$ cat src/rtl/irq_arbiter.sv
module irq_arbiter #(
  parameter int NSRC = 6,
  parameter logic [NSRC-1:0] HWCLR = 6'b001111,
  parameter logic [15:0] VEC_BASE = 16'h0003,
  parameter logic [15:0] VEC_STEP = 16'h0008
) (
  input  logic            clk,
  input  logic            rst_n,
  input  logic [NSRC-1:0] flag_set,
  input  logic [NSRC-1:0] flag_clr,
  input  logic            cfg_wr,
  input  logic            cfg_sel,
  input  logic [7:0]      cfg_wdata,
  input  logic            instr_last,
  input  logic            reti,
  output logic [NSRC-1:0] flags,
  output logic [7:0]      en_reg,
  output logic [7:0]      pri_reg,
  output logic [1:0]      in_service,
  output logic            ack,
  output logic [15:0]     ack_vec
);
  localparam int GEN_BIT = 7;
  localparam int IDX_W = $clog2(NSRC);
  localparam logic [7:0] SRC_MASK = 8'((1 << NSRC) - 1);
  localparam logic [7:0] EN_MASK = SRC_MASK | 8'(1 << GEN_BIT);

  logic [NSRC-1:0] live, hi_cand, lo_cand;
  logic            poll, win_ok, win_hi;
  logic [IDX_W-1:0] win_idx;
  logic [1:0]      ins_n;

  assign live    = flags & en_reg[NSRC-1:0] & {NSRC{en_reg[GEN_BIT]}};
  assign hi_cand = live & pri_reg[NSRC-1:0];
  assign lo_cand = live & ~pri_reg[NSRC-1:0];
  assign poll    = instr_last & ~reti & ~cfg_wr;

  always_comb begin
    win_ok  = 1'b0;
    win_hi  = 1'b0;
    win_idx = '0;
    if (poll && !in_service[1] && |hi_cand) begin
      win_ok = 1'b1;
      win_hi = 1'b1;
      for (int i = NSRC-1; i >= 0; i--)
        if (hi_cand[i]) win_idx = IDX_W'(i);
    end else if (poll && in_service == 2'b00 && |lo_cand) begin
      win_ok = 1'b1;
      for (int i = NSRC-1; i >= 0; i--)
        if (lo_cand[i]) win_idx = IDX_W'(i);
    end
  end

  always_comb begin
    ins_n = in_service;
    if (reti) begin
      if (in_service[1]) ins_n[1] = 1'b0;
      else               ins_n[0] = 1'b0;
    end
    if (win_ok) ins_n[win_hi] = 1'b1;
  end

  always_ff @(posedge clk) begin
    if (!rst_n) begin
      en_reg     <= '0;
      pri_reg    <= '0;
      in_service <= '0;
      ack        <= 1'b0;
      ack_vec    <= '0;
    end else begin
      if (cfg_wr && !cfg_sel) en_reg  <= cfg_wdata & EN_MASK;
      if (cfg_wr &&  cfg_sel) pri_reg <= cfg_wdata & SRC_MASK;
      in_service <= ins_n;
      ack        <= win_ok;
      ack_vec    <= win_ok ? VEC_BASE + VEC_STEP * 16'(win_idx) : 16'h0000;
    end
  end

  for (genvar g = 0; g < NSRC; g++) begin : g_flag
    logic drop;
    if (HWCLR[g]) begin : g_auto
      assign drop = flag_clr[g] | (win_ok & (win_idx == IDX_W'(g)));
    end else begin : g_sw
      assign drop = flag_clr[g];
    end
    always_ff @(posedge clk) begin
      if (!rst_n) flags[g] <= 1'b0;
      else        flags[g] <= flag_set[g] | (flags[g] & ~drop);
    end
  end

  AST_HIGH_NOT_PREEMPTED: assert property (@(posedge clk) disable iff (!rst_n) in_service[1] |=> !ack);
  AST_BLOCKED_BY_STROBE: assert property (@(posedge clk) disable iff (!rst_n) (reti || cfg_wr) |=> !ack);
  AST_ONLY_AT_FINAL: assert property (@(posedge clk) disable iff (!rst_n) !instr_last |=> !ack);
  AST_GLOBAL_GATE: assert property (@(posedge clk) disable iff (!rst_n) !en_reg[GEN_BIT] |=> !ack);
  AST_ACK_MARKS_LEVEL: assert property (@(posedge clk) disable iff (!rst_n) ack |-> in_service != 2'b00);
  AST_ACK_SINGLE_LOW: assert property (@(posedge clk) disable iff (!rst_n) (ack && in_service == 2'b01) |=> !ack || in_service == 2'b11);
  AST_BIT6_ZERO: assert property (@(posedge clk) disable iff (!rst_n) !en_reg[6]);
endmodule

$ cat config.mk
export PLATFORM = sky130hd
export DESIGN_NAME = irq_arbiter
export DESIGN_NICKNAME = d
export VERILOG_FILES = /design/src/rtl/irq_arbiter.sv
export SDC_FILE = /design/constraint.sdc
export NUM_CORES = 1
export LEC_CHECK = 0
export BUFFER_PORTS_ARGS = -buffer_cell sky130_fd_sc_hd__buf_4
export CAP_MARGIN = 20
export CORE_ASPECT_RATIO = 0.9
export CORE_UTILIZATION = 45
export CTS_CLUSTER_SIZE = 12
export DETAILED_ROUTE_END_ITERATION = 10
export GPL_TIMING_DRIVEN = 0
export MAX_ROUTING_LAYER = met4
export PLACE_DENSITY_LB_ADDON = 0.25
export SLEW_MARGIN = 0
export SYNTH_ARGS = -nofsm -noshare
export SYNTH_HDL_FRONTEND = slang
export SYNTH_SLANG_ARGS = --single-unit
$ cat constraint.sdc
create_clock -name clk -period 5.1 [get_ports clk]
set_clock_uncertainty 0.05 [all_clocks]
set_input_delay 1.275 -clock clk [delete_from_list [all_inputs] [get_ports clk]]
set_output_delay 1.275 -clock clk [all_outputs]
set_load 0.02 [all_outputs]
* Word-level counts from Yosys, hierarchy flattened *
Index checks and enable logic that the tools add are counted.

cells by class
  divide/modulo/power cells = 0
  $lt $le $gt $ge = 2
  add/subtract/negate cells = 1
  muxes and demuxes = 22
  reduce and logical (&&, ||, !) cells = 14
  shift operators = 0
  equality and inequality tests = 3
  bitwise logic cells = 36
  $mul = 0

operators with widths
  operator               number
  $mux W3                14
  $and A6 B6 Y6          4
  $and A1 B1 Y1          12
  $reduce_or A6 Y1       2
  $or A1 B1 Y1           10
  $not A1 Y1             8
  $add A2 B6 Y7 const A  1
  $logic_and A1 B1 Y1    7
  $eq A3 B2 Y1 const B   2
  $not A6 Y6             1
  $mux W1                5
  $mux W2                2
  $eq A3 B1 Y1 const B   1
  $logic_not A3 Y1       1
  $logic_not A1 Y1       2
  $logic_not A2 Y1       1
  $lt A1 B2 Y1 const B   1
  $or A2 B2 Y2           1
  $reduce_and A2 Y1      1
  $demux W1 S1           1
  $ge A1 B1 Y1 const B   1

word-level totals
  output and inout bits = 41
  logic and storage cells = 89
  bits in read-only memories = 0
  latch bits = 0
  RAM bits = 0
  memories = 0
  register bits after elaboration = 38
  input port bits = 26

* Longest topological paths before layout *
Gate-level depths: netlist of the first run.

  depth in word-level cells = 17
  depth in mapped cells = 7
  depth with buffers taken out = 6

* Worst setup path after synthesis of the first run *
OpenSTA, ideal clock, no wires.

  path type = input-to-reg
  start = input cfg_wr
  end = register flags[1]
  required time = 4.928 ns
  slack = 2.243 ns
  path buffers = 1
  library setup time = 0.122 ns
  stages on the path = 7
  arrival = 2.685 ns
  cell sequence = buf_6 -> nor4b_4 -> nand3_2 -> a311oi_2 -> a21oi_2 -> nor4_1 -> o31ai_1

between the ends
  cells in the longest elaborated chain, start to end = 12
  elaborated cells on any way between the ends = 16
  those cells by class = 1 x eq/ne; 4 x mux; 7 x bitwise; 4 x reduce/logical

ends and longest elaborated chain
  element                            line  text
  start, declared                    11    input logic cfg_wr,
  $not A1 Y1 (*)                     36    assign poll = instr_last & ~reti & ~cfg_wr;
  $and A1 B1 Y1 (*)                  36
  $logic_and A1 B1 Y1 (2 in series)  47    end else if (poll && in_service == 2'b00 && |lo_cand) begin
  $mux W3                            47
  $mux W3                            42    if (poll && !in_service[1] && |hi_cand) begin
  $eq A3 B1 Y1                       82    assign drop = flag_clr[g] | (win_ok & (win_idx == IDX_W'(g)));
  $and A1 B1 Y1 (*)                  82
  $or A1 B1 Y1 (*)                   82
  $not A1 Y1 (*)                     88    else flags[g] <= flag_set[g] | (flags[g] & ~drop);
  $and A1 B1 Y1 (*)                  88
  $or A1 B1 Y1 (*)                   88
  end signal, assigned by index      88
  end, declared                      16    output logic [NSRC-1:0] flags,

Every way passes the cells marked *; elsewhere a longest branch is shown, timed or not.
A chain may end at the register's enable or synchronous reset.

* Worst setup path after layout of the first run *
  start = input reti
  end = register flags[1]

between the ends
  cells in the longest elaborated chain, start to end = 13
  elaborated cells on any way between the ends = 17
  those cells by class = 1 x eq/ne; 4 x mux; 8 x bitwise; 4 x reduce/logical

ends and longest elaborated chain
  element                            line  text
  start, declared                    15    input logic reti,
  $not A1 Y1 (*)                     36
  $and A1 B1 Y1 (*) (2 in series)    36
  $logic_and A1 B1 Y1 (2 in series)  47
  $mux W3                            47
  $mux W3                            42
  $eq A3 B1 Y1                       82
  $and A1 B1 Y1 (*)                  82
  $or A1 B1 Y1 (*)                   82
  $not A1 Y1 (*)                     88
  $and A1 B1 Y1 (*)                  88
  $or A1 B1 Y1 (*)                   88

Marks and branches as above.

==> results of run 1 <==
power by group through the flow:
| stage | Clock [mW] | Combinational, mW | Sequential [mW] |
|---|---|---|---|
| after global placement | 0 | 0.0804 | 0.225 |
| after floorplan | 0 | 0.0408 | 0.232 |
| final | 0.0845 | 0.0826 | 0.221 |
| after CTS | 0.0904 | 0.0826 | 0.221 |
| after global routing | 0.0941 | 0.0892 | 0.223 |
| after detailed placement | 0 | 0.0824 | 0.225 |
cells in the mapped netlist:
master	number	area, sq um
o31ai_1	1	7.51
nand3_2	1	10.0
and2b_1	1	7.51
nand3b_1	2	15.0
buf_4	15	113
and4_1	1	8.76
nand4_1	7	43.8
and4b_1	4	40.0
nor2b_1	14	87.6
mux2i_1	7	70.1
nor3b_1	1	7.51
inv_1	1	3.75
nor4_2	1	12.5
nor4b_4	1	23.8
dfxtp_1	26	521
o21a_1	3	22.5
or2_2	2	12.5
nand4b_1	3	26.3
o21ai_0	2	10.0
nand2b_1	1	6.26
buf_6	2	22.5
nand2_1	14	52.6
and2_1	2	12.5
or4_1	1	7.51
nor4_1	1	6.26
conb_1	1	3.75
a211oi_1	1	7.51
o211a_1	3	30.0
o22ai_1	1	6.26
o221a_2	1	11.3
a21oi_2	1	8.76
a311oi_2	1	15.0
or3_1	1	6.26
a31oi_1	1	6.26
a211o_2	1	10.0
nand3_1	7	35.0
nor2_1	2	7.51
o21ba_2	1	10.0
clkbuf_1	4	15.0
nor3_1	1	5.00
a21oi_1	7	35.0
a21boi_0	7	52.6
how the worst max path moves through the flow:
stage / slack (ns) / to / cells after the start / from
2_1_floorplan: 2.24 / flags[1] / 7 / cfg_wr
3_3_place_gp: 1.95 / flags[1] / 7 / reti
3_5_place_dp: 1.95 / flags[1] / 7 / reti
4_1_cts: 2.30 / flags[1] / 7 / reti
5_1_grt: 2.13 / flags[1] / 7 / reti
6_report: 2.27 / flags[1] / 7 / reti
routing by layer:
| metal | GRT usage | wire length, um | part of all wire |
|---|---|---|---|
| met1 | 0.266 | 1500 | 0.44 |
| met2 | 0.373 | 1710 | 0.50 |
| met3 | 0.0445 | 186 | 0.055 |
| met4 | 0.0227 | 0 | 0 |
| met5 | - | 0 | 0 |
cells by family after synthesis:
family                 Yosys count  share of synthesized area
DFF                             26                      0.368
and+or+nand+nor                 68                      0.307
muxes                            7                     0.0495
other                            1                    0.00265
AOI/OAI and AO/OA               31                      0.164
buffers and inverters           22                      0.109
layout by cell type (no fill, tap or decap), types with 2 or more instances in the layout:
master	n
buf_4	64
dfxtp_1	26
nand2_1	14
nor2b_1	14
conb_1	14
nand4_1	7
nand3_1	7
a21boi_0	7
mux2i_1	7
a21oi_1	7
and4b_1	4
clkbuf_1	4
nand4b_1	3
o211a_1	3
o21a_1	3
clkbuf_4	3
buf_6	2
or2_2	2
nand3b_1	2
nor2_1	2
and2_1	2
o21ai_0	2
final cells by class:
cell class | count | area, sq um | area share
Buffer | 21 | 150 | 0.0788
Clock buffer | 3 | 22.5 | 0.0118
Inverter | 1 | 3.75 | 0.00197
Multi-Input combinational cell | 120 | 790 | 0.415
Sequential cell | 26 | 520 | 0.273
Tap cell | 40 | 50.0 | 0.0263
Timing Repair Buffer | 49 | 368 | 0.193
critical path, delay by kind of cell:
family,cells,cell delay (ns)
AO/OA/AOI/OAI,3,0.65
buffers and inverters,1,0.13
AND/OR/NAND/NOR,3,0.94
through the flow:
step	power [mW]	cells	cell area, sq um
floorplan	0.273	168	1460
global placement	0.305	257	1880
detailed placement	0.308	257	1880
CTS	0.394	260	1900
global route	0.406	260	1900
finish	0.388	260	1900
==> results.txt, run 1 <==
----------------------------------------------------
[Status]
  Run status ... complete, no violations

[Setup path]
  Startpoint of the lowest-slack register-to-register path ... en_reg[7]
  R2R Setup Slk ... 2.90 ns
  Kind of critical path ... in2reg
  Critical path endpoint category ... register
  Endpoint of the most critical register-to-register path ... flags[1]
  WP data arrival ... 2.99 ns
  Cell-by-cell listing of the critical path ... buf_4 -> nor4b_4 -> nand3_2 -> a311oi_2 -> a21oi_2 -> nor4_1 -> o31ai_1
  Worst reg2reg path depth ... 7
  Standard cell with the maximum stage delay on the critical path ... nor4b_4
  Maximum fanout count along the critical path ... 7
  Critical path's largest stage delay ... 0.44 ns
  Startpoint types ... input pin
  Data required time of the critical path ... 5.26 ns

[Timing]
  Post-Route Setup TNS ... 0 ns
  Max transition margin ... 0.659
  Slew at the pin closest to its max-slew limit ... 0.511 ns
  RSZ-0062 raised after global routing ... no
  Tightest hold margin ... 0.473 ns
  Setup violations, final ... 0
  Max Clk Rate ... 353 MHz
  Final Hold Vio Count ... 0
  Part of the cycle the worst path needs ... 0.555
  Minimum period implied by the final worst setup slack ... 2.83 ns
  Worst-case setup margin in the final layout ... 2.27 ns
  Number of max-slew violations in the final report ... 0

[Power and ir drop]
  Share of power burned in registers ... 0.569
  Max VDD drop ... 0.138 mV
  Leakage dissipation ... 0.905 nW
  Fraction of power spent switching nets ... 0.278
  Internal ... 280 uW
  Cell area power density ... 204 mW/mm^2
  Clock power frac ... 0.218
  Switching power total ... 108 uW
  Logic gate share of total power ... 0.213

[Synth]
  Per-instance average area after synthesis ... 9.13 sq um
  Netlist area before placement ... 0.00142 sq mm
  Count of cell types in the netlist ... 42
  Cells after Synth ... 155
  Register area share after synthesis ... 0.368
  Synth warnings ... 0
  Number of synthesized register bits ... 26

[Min path]
  Hold Path Cell Cnt ... 2
  Worst Hold Endpoint ... pri_reg[4]
  Startpoint of the lowest-slack hold path ... pri_reg[4]
  Min-delay worst type ... reg2reg

[Routing]
  Vias per cell ... 5.12
  Remaining antenna violation count ... 0
  DR DRC count ... 0
  Violation count after the first detailed-route iteration ... 44
  Routed len/inst ... 13.1 um
  Final wirelength ... 3400 um
  Count of TritonRoute iterations in the first routing pass ... 5
  Vias post-DR ... 1330

[Clock tree]
  Clk_lat worst skew ... 0.31 ns
  Clock root buffer ... clkbuf_4
  Post-cts sizing count ... 0
  TritonCTS clock tree ... built
  Max Root-Sink Buffers ... 2
  Hold bufs inserted after CTS ... 0
  Total setup buffers inserted after CTS ... 0
  Max H-tree Level ... 1
  Number of CTS-inserted buffers ... 3
  Clk sink count ... 26
  Clock transition at the register clock pins on the worst setup and hold paths after CTS ... 0.13 ns

[Final layout]
  Fraction of final layout cells sized beyond drive strength 1 ... 0.359
  Number of flip-flops under the largest register name ... 7
  Net count of the finished layout ... 248
  Number of inserted filler cells in the final layout ... 260
  Core Util, Final ... 0.666
  Area growth from synthesis to layout ... 34.6%
  Count of inserted antenna diode cells ... 0

[Die]
  Standard-cell rows ... 18
  Width of the chip ... 61.1 um
  Top-level port count ... 67
  DIE AREA ... 0.00337 sq mm
  Starting Density ... 0.495
  Core region area ... 0.00286 sq mm
  Die Ht ... 55.2 um

[Global route]
  GRT Util Overall ... 0.217
  Global-route wire length before repair ... 5470 um
  Initial antenna violation count ... 0
  Leftover overflow at the end of global routing ... 0
  Maximum number of pins on one net before global-route repair ... 14
  Via count of the first global-routing pass ... 1215

[Placement]
  Number of port buffers ... 49
  RD Place Congestion ... 0.846
  Worst setup slack before clock tree synthesis ... 1.95 ns
  Detailed placer's ending HPWL ... 2770 um

[Job]
  Max-capacitance violation count ... 0

----------------------------------------------------
No activity file was read; power rests on OpenSTA's default activity.
==> run 2: changes to the inputs <==
--- a/config.mk
+++ b/config.mk
@@ -5,10 +5,11 @@
 export SDC_FILE = /design/constraint.sdc
 export NUM_CORES = 1
 export LEC_CHECK = 0
+export ABC_AREA = 1
 export BUFFER_PORTS_ARGS = -buffer_cell sky130_fd_sc_hd__buf_4
 export CAP_MARGIN = 20
 export CORE_ASPECT_RATIO = 0.9
-export CORE_UTILIZATION = 45
+export CORE_UTILIZATION = 41
 export CTS_CLUSTER_SIZE = 12
 export DETAILED_ROUTE_END_ITERATION = 10
 export GPL_TIMING_DRIVEN = 0
==> constraint.sdc (replaced) <==
create_clock -name clk -period 2.4 [get_ports clk]
set_clock_uncertainty 0.05 [all_clocks]
set_input_delay 0.6 -clock clk [delete_from_list [all_inputs] [get_ports clk]]
set_output_delay 0.6 -clock clk [all_outputs]
set_load 0.02 [all_outputs]
==> run 2 against run 1 <==
Compared with the run above:
- worst hold slack worse by 0.011 ns
- utilization is 4.3 points lower
- routed wire length is 7.2% lower
- area after synthesis is 0.97% higher
- clock power grew to 4.3 times the previous value
- critical path depth is 3 higher
- count of clock-buffer cells in the layout stayed put
- total power grew to 2.7 times the previous value
==> results.txt, run 2 <==
----------------------------------------------------
[Clock tree]
  TritonCTS clock tree ... built
  Clk_lat worst skew ... 0.28 ns (-0.03 ns)
  Clock transition at the register clock pins on the worst setup and hold paths after CTS ... 0.09 ns (-0.04 ns)
  Post-cts sizing count ... 0 (unchanged)
  Hold bufs inserted after CTS ... 0 (unchanged)
  Max H-tree Level ... 1 (unchanged)
  Max Root-Sink Buffers ... 2 (unchanged)
  Number of CTS-inserted buffers ... 3 (unchanged)
  Clock root buffer ... clkbuf_8
  Clk sink count ... 26 (unchanged)
  Total setup buffers inserted after CTS ... 0 (unchanged)

[Routing]
  Remaining antenna violation count ... 0 (unchanged)
  Vias per cell ... 4.53 (-12%)
  Met2 wire len ... 1430 um (-16%)
  Count of TritonRoute iterations in the first routing pass ... 4 (-1)
  Routed met1 length ... 1500 um (about the same)
  Final wirelength ... 3150 um (-7.2%)
  Violation count after the first detailed-route iteration ... 43 (-2.3%)
  Routed len/inst ... 10.0 um (-23%)
  Met3 routed wirelength ... 190 um (+2.2%)
  DR DRC count ... 0 (unchanged)
  Vias post-DR ... 1421 (+6.8%)
  DR top layer ... met4

[Global route]
  Via count of the first global-routing pass ... 1221 (+0.49%)
  Global-route wire length before repair ... 5270 um (-3.7%)
  Initial antenna violation count ... 0 (unchanged)
  GRT Util Overall ... 0.191 (-0.0262)
  Leftover overflow at the end of global routing ... 0 (unchanged)
  Maximum number of pins on one net before global-route repair ... 16 (+2)

[Timing]
  Number of max-slew violations in the final report ... 0 (unchanged)
  Part of the cycle the worst path needs ... 0.754
  Post-Route Setup TNS ... 0 ns (unchanged)
  Max Clk Rate ... 553 MHz
  Setup violations, final ... 0 (unchanged)
  Max transition margin ... 0.608 (-0.0517)
  Slew at the pin closest to its max-slew limit ... 0.589 ns (+0.0776 ns)
  RSZ-0062 raised after global routing ... no
  Minimum period implied by the final worst setup slack ... 1.81 ns
  Final Hold Vio Count ... 0 (unchanged)

[Power and ir drop]
  Clock power frac ... 0.353 (+0.135)
  Max VDD drop ... 0.380 mV (+170%)
  Switching power total ... 270 uW (+150%)
  Share of power burned in registers ... 0.461 (-0.108)
  Logic gate share of total power ... 0.186 (-0.027)
  Leakage dissipation ... 1.00 nW (+11%)
  Fraction of power spent switching nets ... 0.262 (-0.0165)
  Cell area power density ... 520 mW/mm^2 (+160%)
  Post-route total power ... 1.03 mW (+170%)
  Internal ... 762 uW (+170%)

[Min path]
  Hold Path Cell Cnt ... 2 (unchanged)
  Min-delay worst type ... reg2reg

[Final layout]
  Net count of the finished layout ... 299 (+21%)
  Number of flip-flops under the largest register name ... 7 (unchanged)
  Number of inserted filler cells in the final layout ... 320 (+23%)
  Highest-count cells in the layout ignoring fill and taps ... buf_4 (66), nor2_1 (36), inv_1 (28)
  Most common cell after layout, fill and taps aside ... buf_4
  Fraction of final layout cells sized beyond drive strength 1 ... 0.346 (-0.0135)
  Count of inserted antenna diode cells ... 0 (unchanged)
  Area of all sequential standard cells ... 520 sq um (unchanged)
  Post-route standard cell area excluding fillers ... 0.00198 sq mm (+4.2%)
  Count of non-filler cells in the finished layout ... 314 (+21%)
  Area of combinational cells with multiple inputs ... 706 sq um (-11%)
  Area growth from synthesis to layout ... 38.9%

[Synth]
  Number of synthesized register bits ... 26 (unchanged)
  Cells after Synth ... 204 (+32%)
  Most frequent cell after synthesis ... nor2_1
  Cell types occupying the most area after synthesis ... dfxtp_1 (36%), nor2_1 (9.5%), buf_4 (7.9%), inv_1 (7.4%), nand2_1 (6.0%)
  Per-instance average area after synthesis ... 7.00 sq um (-23%)
  Post-synthesis cell type with the largest combined area ... dfxtp_1
  Register area share after synthesis ... 0.364 (-0.00354)
  Count of cell types in the netlist ... 23 (-45%)
  Share of the synthesized area in the top cell type ... 0.364 (-0.00354)
  Commonest register cell after synthesis ... dfxtp_1
  Netlist area before placement ... 0.00143 sq mm (+0.97%)
  Number of flops mapped to enable cells by yosys ... 0 (unchanged)
  Leading post-synthesis cells by instance count ... nor2_1 (36), inv_1 (28), dfxtp_1 (26)
  Share of flip-flops with an asynchronous set or reset ... 0 (unchanged)
  Synth warnings ... 0 (unchanged)

[Setup path]
  Cell-by-cell listing of the critical path ... buf_6 -> nand3_4 -> nor2_4 -> nor2_2 -> nand3_2 -> nand2_2 -> a21oi_1 -> nand3_1 -> nand2_1 -> a21oi_2
  CP Depth ... 10 (+3)
  WP data arrival ... 1.91 ns (-1.08 ns)
  Kind of critical path ... reg2reg
  Critical path's largest stage delay ... 0.45 ns (about the same)
  Startpoint types ... register
  Data required time of the critical path ... 2.50 ns (-2.76 ns)
  Maximum fanout count along the critical path ... 10 (+3)
  WP buf/inv ... 1 (unchanged)
  Standard cell with the maximum stage delay on the critical path ... dfxtp_1
  Critical path endpoint category ... register
  CP delay by family, top ... simple AND/OR/NAND/NOR gates
  Worst reg2reg path depth ... 10 (+3)

[Die]
  Starting Density ... 0.449 (-0.0462)
  Die Ht ... 58.0 um (+5.1%)
  Width of the chip ... 64.2 um (+5.1%)
  Standard-cell rows ... 19 (+1)
  Top-level port count ... 67 (unchanged)
  DIE AREA ... 0.00373 sq mm (+10%)
  Core region area ... 0.00319 sq mm (+11%)

[Job]
  Max-capacitance violation count ... 0 (unchanged)

[Placement]
  Inst Count DP ... 310 (+21%)
  RD Place Congestion ... 0.825 (-2.5%)
  Placement Cell Area ... 0.00191 sq mm (+1.7%)
  Detailed placer's ending HPWL ... 2570 um (-7.1%)
  Number of port buffers ... 51 (+4.1%)

[Status]
  Run status ... complete, no violations

----------------------------------------------------
[run 2: logic make-up (layout without fill, tap and decap cells)]
logic type | Yosys count | after routing | synth area share
AO/OA/AOI/OAI | 31 | 31 | 0.116
flip-flops | 26 | 26 | 0.364
AND/OR/NAND/NOR | 96 | 96 | 0.341
buffers and inverters | 50 | 105 | 0.176
other | 1 | 14 | 0.00262
[run 2: power groups by stage]
stage / logic, mW / registers (mW) / clock network (mW)
6_report: 0.191 / 0.476 / 0.364
5_1_grt: 0.208 / 0.480 / 0.387
4_1_cts: 0.192 / 0.476 / 0.370
3_5_place_dp: 0.191 / 0.486 / 0
3_3_place_gp: 0.190 / 0.486 / 0
2_1_floorplan: 0.0892 / 0.508 / 0
[run 2: layout make-up]
class | count | area share
tap | 42 | 0.0265
inverter | 31 | 0.0586
buffer | 19 | 0.0681
sequential | 26 | 0.262
clock inverter | 1 | 0.0151
clock buffer | 3 | 0.0208
timing repair buffer | 51 | 0.193
multi-input combinational | 141 | 0.356
[run 2: final timing paths]
kind / start / endpoint / slack, ns
setup reg to reg: en_reg[7] / flags[1] / 0.59
hold reg to reg: pri_reg[2] / pri_reg[2] / 0.46
hold / removal: pri_reg[2] / pri_reg[2] / 0.46
setup / recovery: en_reg[7] / flags[1] / 0.59
[run 2: worst register-to-register path, stage by stage (launching register included)]
cell and delay, ns:
dfxtp_1 0.45, buf_6 0.19, nand3_4 0.11, nor2_4 0.11, nor2_2 0.05, nand3_2 0.07
nand2_2 0.09, a21oi_1 0.29, nand3_1 0.14, nand2_1 0.09, a21oi_2 0.04
[run 2: layer usage]
layer | track usage | up-vias
met2 | 0.313 | 52
li1 | - | 750
met4 | 0.0571 | 0
met1 | 0.241 | 615
met3 | 0.0354 | 4
met5 | - | -
[run 2: metrics by stage]
stage / utilization / worst slack [ns] / hold WS (ns)
finish: 0.623 / 0.590 / 0.463
global route: 0.623 / 0.369 / 0.485
CTS: 0.623 / 0.601 / 0.466
detailed placement: 0.601 / 0.395 / 0.448
global placement: 0.601 / 0.386 / 0.445
floorplan: - / 0.689 / 0.511
